--- src/rtl/intctx_pkg.sv ---
package intctx_pkg;
   localparam int CTX_W     = 32;
   localparam int FLD_PRIO  = 4;
   localparam int FLD_IRQ   = 9;
   localparam int POS_PPP   = 28;
   localparam int POS_PP    = 24;
   localparam int POS_P     = 16;
   localparam int POS_IDLE  = 15;
   localparam int POS_IRQ   = 4;
   localparam int POS_TSV   = 3;
   localparam int POS_SSV   = 2;
   localparam int POS_CLR   = 1;
   localparam int POS_FLAG  = 0;

   typedef enum logic [2:0] {
      OP_IDLE = 3'd0,
      OP_PUSH = 3'd1,
      OP_POP  = 3'd2,
      OP_DROP = 3'd3,
      OP_UPD  = 3'd4,
      OP_WR   = 3'd5
   } ctx_op_e;
endpackage

--- src/rtl/intctx_stack.sv ---
module intctx_stack
   import intctx_pkg::*;
#(
   parameter int PRIO_W = 4
) (
   input  logic              clk,
   input  logic              rst_n,
   input  ctx_op_e           op,
   input  logic [PRIO_W-1:0] upd_prio,
   input  logic [PRIO_W-1:0] wr_prev2,
   input  logic [PRIO_W-1:0] wr_prev,
   input  logic [PRIO_W:0]   wr_thr,
   input  logic              wr_flag,
   output logic [PRIO_W:0]   thr_q,
   output logic [PRIO_W-1:0] prev_q,
   output logic [PRIO_W-1:0] prev2_q,
   output logic              flag_q
);
   localparam logic [PRIO_W:0]   THR_SAT = {1'b0, {PRIO_W{1'b1}}};
   localparam logic [PRIO_W:0]   ONE     = {{PRIO_W{1'b0}}, 1'b1};

   logic [PRIO_W:0]   cand;
   logic [PRIO_W:0]   prev_ext;
   logic [PRIO_W-1:0] push_val;

   always_comb begin
      cand     = {1'b0, upd_prio} + ONE;
      prev_ext = {1'b0, prev_q};
      push_val = (thr_q > THR_SAT) ? THR_SAT[PRIO_W-1:0] : thr_q[PRIO_W-1:0];
   end

   always_ff @(posedge clk or negedge rst_n) begin
      if (!rst_n) begin
         thr_q   <= '0;
         prev_q  <= '0;
         prev2_q <= '0;
         flag_q  <= 1'b0;
      end else begin
         unique case (op)
            OP_PUSH: begin
               prev2_q <= prev_q;
               prev_q  <= push_val;
               flag_q  <= 1'b1;
            end
            OP_POP: begin
               if (flag_q) begin
                  thr_q   <= prev_ext;
                  prev_q  <= prev2_q;
                  prev2_q <= '0;
                  flag_q  <= 1'b0;
               end
            end
            OP_DROP: flag_q <= 1'b0;
            OP_UPD:  thr_q  <= (cand > prev_ext) ? cand : prev_ext;
            OP_WR: begin
               thr_q   <= wr_thr;
               prev_q  <= wr_prev;
               prev2_q <= wr_prev2;
               flag_q  <= wr_flag;
            end
            default: ;
         endcase
      end
   end
endmodule

--- src/rtl/intctx_ident.sv ---
module intctx_ident
   import intctx_pkg::*;
#(
   parameter int IRQ_W = 9
) (
   input  logic             clk,
   input  logic             rst_n,
   input  ctx_op_e          op,
   input  logic [IRQ_W-1:0] sel_irq,
   input  logic             sel_none,
   input  logic [IRQ_W-1:0] wr_irq,
   input  logic             wr_idle,
   output logic [IRQ_W-1:0] irq_q,
   output logic             idle_q
);
   always_ff @(posedge clk or negedge rst_n) begin
      if (!rst_n) begin
         irq_q  <= '0;
         idle_q <= 1'b1;
      end else if (op == OP_UPD) begin
         irq_q  <= sel_irq;
         idle_q <= sel_none;
      end else if (op == OP_WR) begin
         irq_q  <= wr_irq;
         idle_q <= wr_idle;
      end
   end
endmodule

--- src/rtl/intctx_tsave.sv ---
module intctx_tsave #(
   parameter bit SAVE_EN = 1'b1
) (
   input  logic clk,
   input  logic rst_n,
   input  logic wr_en,
   input  logic wr_clr,
   input  logic wr_tset,
   input  logic wr_sset,
   input  logic mtie_i,
   input  logic msie_i,
   output logic rd_tsv,
   output logic rd_ssv,
   output logic en_clr_o,
   output logic tie_set_o,
   output logic sie_set_o
);
   if (SAVE_EN) begin : g_save
      logic hold_q, tsv_q, ssv_q;

      always_ff @(posedge clk or negedge rst_n) begin
         if (!rst_n) begin
            hold_q <= 1'b0;
            tsv_q  <= 1'b0;
            ssv_q  <= 1'b0;
         end else if (wr_en) begin
            hold_q <= wr_clr;
            if (wr_clr) begin
               tsv_q <= mtie_i;
               ssv_q <= msie_i;
            end
         end
      end

      always_comb begin
         rd_tsv    = hold_q & tsv_q;
         rd_ssv    = hold_q & ssv_q;
         en_clr_o  = wr_en & wr_clr;
         tie_set_o = wr_en & ~wr_clr & wr_tset;
         sie_set_o = wr_en & ~wr_clr & wr_sset;
      end
   end else begin : g_nosave
      logic unused_tsave;
      assign unused_tsave = ^{clk, rst_n, wr_en, wr_clr, wr_tset, wr_sset, mtie_i, msie_i};
      always_comb begin
         rd_tsv    = 1'b0;
         rd_ssv    = 1'b0;
         en_clr_o  = 1'b0;
         tie_set_o = 1'b0;
         sie_set_o = 1'b0;
      end
   end
endmodule

--- src/rtl/intctx_reg.sv ---
module intctx_reg
   import intctx_pkg::*;
#(
   parameter int PRIO_W  = 4,
   parameter int IRQ_W   = 9,
   parameter bit SAVE_EN = 1'b1
) (
   input  logic              clk,
   input  logic              rst_n,
   input  logic              ext_entry_i,
   input  logic              other_trap_i,
   input  logic              mret_i,
   input  logic              csr_wen_i,
   input  logic [CTX_W-1:0]  csr_wdata_i,
   output logic [CTX_W-1:0]  csr_rdata_o,
   input  logic              upd_i,
   input  logic [PRIO_W-1:0] sel_prio_i,
   input  logic [IRQ_W-1:0]  sel_irq_i,
   input  logic              sel_none_i,
   input  logic              mtie_i,
   input  logic              msie_i,
   output logic              en_clr_o,
   output logic              tie_set_o,
   output logic              sie_set_o,
   output logic [PRIO_W:0]   thr_o,
   output logic [PRIO_W-1:0] thr_prev_o
);
   localparam int THR_W = PRIO_W + 1;

   if (PRIO_W < 1 || PRIO_W > FLD_PRIO) begin : g_bad_prio
      $error("intctx_reg: PRIO_W must lie in 1..4");
   end
   if (IRQ_W < 1 || IRQ_W > FLD_IRQ) begin : g_bad_irq
      $error("intctx_reg: IRQ_W must lie in 1..9");
   end

   ctx_op_e           op;
   logic [THR_W-1:0]  thr_q;
   logic [PRIO_W-1:0] prev_q, prev2_q;
   logic              flag_q;
   logic [IRQ_W-1:0]  irq_q;
   logic              idle_q;
   logic              rd_tsv, rd_ssv;

   // One event per cycle, highest first.
   always_comb begin
      if (ext_entry_i)       op = OP_PUSH;
      else if (mret_i)       op = OP_POP;
      else if (other_trap_i) op = OP_DROP;
      else if (upd_i)        op = OP_UPD;
      else if (csr_wen_i)    op = OP_WR;
      else                   op = OP_IDLE;
   end

   intctx_stack #(.PRIO_W(PRIO_W)) u_stack (
      .clk      (clk),
      .rst_n    (rst_n),
      .op       (op),
      .upd_prio (sel_prio_i),
      .wr_prev2 (csr_wdata_i[POS_PPP +: PRIO_W]),
      .wr_prev  (csr_wdata_i[POS_PP +: PRIO_W]),
      .wr_thr   (csr_wdata_i[POS_P +: THR_W]),
      .wr_flag  (csr_wdata_i[POS_FLAG]),
      .thr_q    (thr_q),
      .prev_q   (prev_q),
      .prev2_q  (prev2_q),
      .flag_q   (flag_q)
   );

   intctx_ident #(.IRQ_W(IRQ_W)) u_ident (
      .clk      (clk),
      .rst_n    (rst_n),
      .op       (op),
      .sel_irq  (sel_irq_i),
      .sel_none (sel_none_i),
      .wr_irq   (csr_wdata_i[POS_IRQ +: IRQ_W]),
      .wr_idle  (csr_wdata_i[POS_IDLE]),
      .irq_q    (irq_q),
      .idle_q   (idle_q)
   );

   intctx_tsave #(.SAVE_EN(SAVE_EN)) u_tsave (
      .clk       (clk),
      .rst_n     (rst_n),
      .wr_en     (op == OP_WR),
      .wr_clr    (csr_wdata_i[POS_CLR]),
      .wr_tset   (csr_wdata_i[POS_TSV]),
      .wr_sset   (csr_wdata_i[POS_SSV]),
      .mtie_i    (mtie_i),
      .msie_i    (msie_i),
      .rd_tsv    (rd_tsv),
      .rd_ssv    (rd_ssv),
      .en_clr_o  (en_clr_o),
      .tie_set_o (tie_set_o),
      .sie_set_o (sie_set_o)
   );

   always_comb begin
      csr_rdata_o                         = '0;
      csr_rdata_o[POS_PPP +: PRIO_W]      = prev2_q;
      csr_rdata_o[POS_PP +: PRIO_W]       = prev_q;
      csr_rdata_o[POS_P +: THR_W]         = thr_q;
      csr_rdata_o[POS_IDLE]               = idle_q;
      csr_rdata_o[POS_IRQ +: IRQ_W]       = irq_q;
      csr_rdata_o[POS_TSV]                = rd_tsv;
      csr_rdata_o[POS_SSV]                = rd_ssv;
      csr_rdata_o[POS_FLAG]               = flag_q;
      thr_o                               = thr_q;
      thr_prev_o                          = prev_q;
   end
endmodule

--- config.mk ---
export PLATFORM = sky130hd
export DESIGN_NAME = intctx_reg
export DESIGN_NICKNAME = d
export VERILOG_FILES = /design/src/rtl/intctx_pkg.sv /design/src/rtl/intctx_stack.sv /design/src/rtl/intctx_ident.sv /design/src/rtl/intctx_tsave.sv /design/src/rtl/intctx_reg.sv
export SDC_FILE = /design/constraint.sdc
export NUM_CORES = 1
export LEC_CHECK = 0
export ABC_AREA = 1
export CAP_MARGIN = 20
export CORE_MARGIN = 4
export CORE_UTILIZATION = 39
export CTS_CLUSTER_SIZE = 30
export DETAILED_ROUTE_END_ITERATION = 8
export HOLD_SLACK_MARGIN = 0.12
export PLACE_DENSITY = 0.79
export SLEW_MARGIN = 20
export SYNTH_ARGS = -nofsm -noshare
export SYNTH_HDL_FRONTEND = slang
export SYNTH_SLANG_ARGS = --single-unit
--- constraint.sdc ---
create_clock -name clk -period 1.7 [get_ports clk]
set_input_delay 0.34 -clock clk [delete_from_list [all_inputs] [get_ports clk]]
set_output_delay 0.34 -clock clk [all_outputs]
set_load 0.03 [all_outputs]
==> run summary <==
kind of critical path: in -> reg
WP depth: 12
critical path fanouts, max: 4
worst skew pair latency: 0.28 ns
first-pass GRT wire length: 8.45 mm
sequential area share after synthesis: 0.386
Total GRT Usage: 0.192
WP buf/inv: 3
Switching Power: 1460 µW
Reg power frac: 0.299
Clock Tree Root: clkbuf_8
Critical R2R Launch: u_stack.prev_q[1]
antenna violations before repair: 0
VDD IR max: 0.801 mV
largest net degree at the start of global routing: 28
sw frac: 0.464
Cells after DPL: 384
Worst Reg2Reg Path Length in Cells: 10
kind of end point of the critical path: flop
status: finished with violations
synth unique cells: 27
H-tree levels: 1
Mapped Cells: 241
Antenna diodes: 0
crit path from: sel_prio_i[3]
Worst path max stage delay: 0.28 ns
commonest non-fill, non-tap cell in the layout: nand2_1
fin worst setup slack: -0.0235 ns
crit-path most repeated cell: nand3_2
yosys warns: 0
crit path cell chain: clkdlybuf4s15_1 > xor2_2 > inv_2 > ha_4 > inv_1 > nor2_4 > nand3_2 > nand3_4 > nand2_4 > nand2_2 > nand3_2 > a21oi_2
wire per inst: 14.8 µm
Final Skew: 0.00360 ns
Pre-antenna DRT Iters: 4
Arr. time, crit path: 1.94 ns
Worst Path Required: 1.91 ns
Setup violations, final: 2
crit path capture: u_stack.thr_q[1]
PortBufs: 87
Power Density: 1060 nW/µm²
area share of the largest cell type after synthesis: 0.371
Die H: 75.1 µm
Design Area, Final: 2980 µm²
Clock Path Buffers: 2
CTS tree: built
core area: 4350 µm²
Tcrit/Tclk final: 1.01
row count: 24
vias in the first global route: 1845
Mapped Area: 1750 µm²
dpl cell area: 2740 µm²
failing checks: setup timing
area delta synth->final: 69.8%
clk sinks: 27
fin crit period: 1.72 ns
Residual DRC: 0
Logic pwr share: 0.578
non-filler cells, final: 396
Starting DRT DRC Count: 116
Filler cells: 342
IO Count: 99
CTS clk-pin slew, worst paths: 0.10 ns
most frequent cells in the layout: nand2_1, clkdlybuf4s50_1, buf_4, nor2_1, dlygate4sd2_1
synth top area cells: dfrtp_1, nand2_1, buf_4, nor2_1, nand3_1
Top Family by Delay on Critical Path: simple AND/OR/NAND/NOR gates
Cell Int Power: 1690 µW
max cap viols: 0
grt total ovfl: 0
final slew viol count: 0
clock group share of total power: 0.122
Syn Area/Cell: 7.28 µm²
Die Width: 75.1 µm
fmax: 580 MHz
Die Area: 5630 µm²
WL final: 5.88 mm
Initial Util: 0.403
largest area contributor in the netlist: dfrtp_1
Vias: 1939
Final nets: 405
CP max-delay cell: ha_4
Reg2Reg Capture Point: u_stack.thr_q[1]
Final GP Congestion: 0.889
reg2reg setup slack: 0.02 ns
number of hold violations in the final report: 0
layout cells sized above 1: 0.256
Static Leak: 0.00147 µW
Critical Path Start Type: input port
RSZ-0062 raised after global routing: true
Vias/cell: 4.90
Antenna Nets Post-Route: 0
hpwl dp: 4.28 mm
Hold Crit Class: in -> async
FF+latch count, synth: 27
TritonCTS buffer count: 3
WHS: 0.449 ns
Total Neg Setup Slack: -0.0436 ns
power by group through the flow:
stage	Sequential (µW)	Clock [µW]	Combinational (µW)
floorplan	1210	0	759
global placement	951	0	1640
detailed placement	959	0	1670
CTS	939	396	1600
global route	959	419	1950
finish	942	386	1820
logic make-up (layout without fill, tap and decap cells):
family | count (synthesis) | in the layout | synth area share
AOI/OAI and AO/OA | 32 | 32 | 0.112
and+or+nand+nor | 124 | 124 | 0.300
xor gates and xnor gates | 2 | 2 | 0.00999
adders and majority gates | 5 | 5 | 0.0357
other | 1 | 6 | 0.00214
DFF | 27 | 27 | 0.386
buffers and inverters | 50 | 148 | 0.155
worst register-to-register path: cells and delay by family, from the launching register on:
family                     cells  cell delay (ns)
AOI/OAI and AO/OA              1             0.14
adders and majority gates      1             0.35
buffers and inverters          1             0.09
DFF                            1             0.39
and+or+nand+nor                7             0.64
sequential cells by signal (all words and copies together), names as in the netlist:
register and flops:
u_ident.irq_q 9, u_stack.thr_q 5, u_stack.prev2_q 4, u_stack.prev_q 4, u_ident.idle_q 1, u_stack.flag_q 1, u_tsave.g_save.hold_q 1, u_tsave.g_save.ssv_q 1
u_tsave.g_save.tsv_q 1
synth_stat cells:
library cell	n
o22ai_1	10
o21ai_0	13
nand4_2	1
o211ai_2	1
xor2_1	1
o31ai_1	1
nand3_1	17
nand2_1	68
inv_1	19
ha_1	5
dfrtp_1	26
dfstp_2	1
a21oi_1	5
nor2_1	29
buf_4	20
conb_1	1
o21ai_4	1
buf_6	1
xnor2_1	1
clkbuf_1	1
nand2_2	4
o211ai_1	1
nor2_2	2
buf_2	1
inv_2	8
nor2_4	1
nor3b_1	2
metal layers:
layer  vias up  global-route usage  part of all wire
met4         0              0.0514             0.034
li1        951                   -                 -
met2        88               0.319              0.51
met1       876               0.259              0.39
met3        24              0.0334             0.069
met5         -                   0                 0
stage by stage:
stage          total power (µW)  setup WS [ns]   util
2_1_floorplan              1970         -0.289      -
3_3_place_gp               2600         -0.617  0.628
3_5_place_dp               2630         -0.725  0.628
4_1_cts                    2940        0.00261  0.649
5_1_grt                    3330        -0.0650  0.684
6_report                   3150        -0.0235  0.684
cell type report:
type	instances	area, µm²	area share
clock buffer	3	41.3	0.0139
clock inverter	1	7.51	0.00252
inverter	27	101	0.0340
multi-input combinational	169	1000	0.336
sequential	27	677	0.227
tap	52	65.1	0.0218
timing repair buffer	117	1080	0.364
worst min path at each step:
| stage | to | cells after the start | from | slack [ns] |
|---|---|---|---|---|
| finish | u_tsave.g_save.ssv_q | 2 | rst_n | 0.45 |
| global route | u_tsave.g_save.ssv_q | 2 | rst_n | 0.47 |
| CTS | u_tsave.g_save.ssv_q | 2 | rst_n | 0.46 |
| detailed placement | u_tsave.g_save.ssv_q | 2 | u_tsave.g_save.ssv_q | 0.47 |
| global placement | u_tsave.g_save.tsv_q | 2 | u_tsave.g_save.tsv_q | 0.47 |
| floorplan | u_ident.irq_q[0] | 0 | rst_n | 0.04 |
timing repair:
item | 4_1_cts | 5_1_grt
resized for setup | 53 | 34
endpoints found under the setup margin | 31 | 10
hold buffers | 0 | 0
pin swaps | 13 | 19
setup buffers | 3 | 5
(Power assumes the default switching activity.)
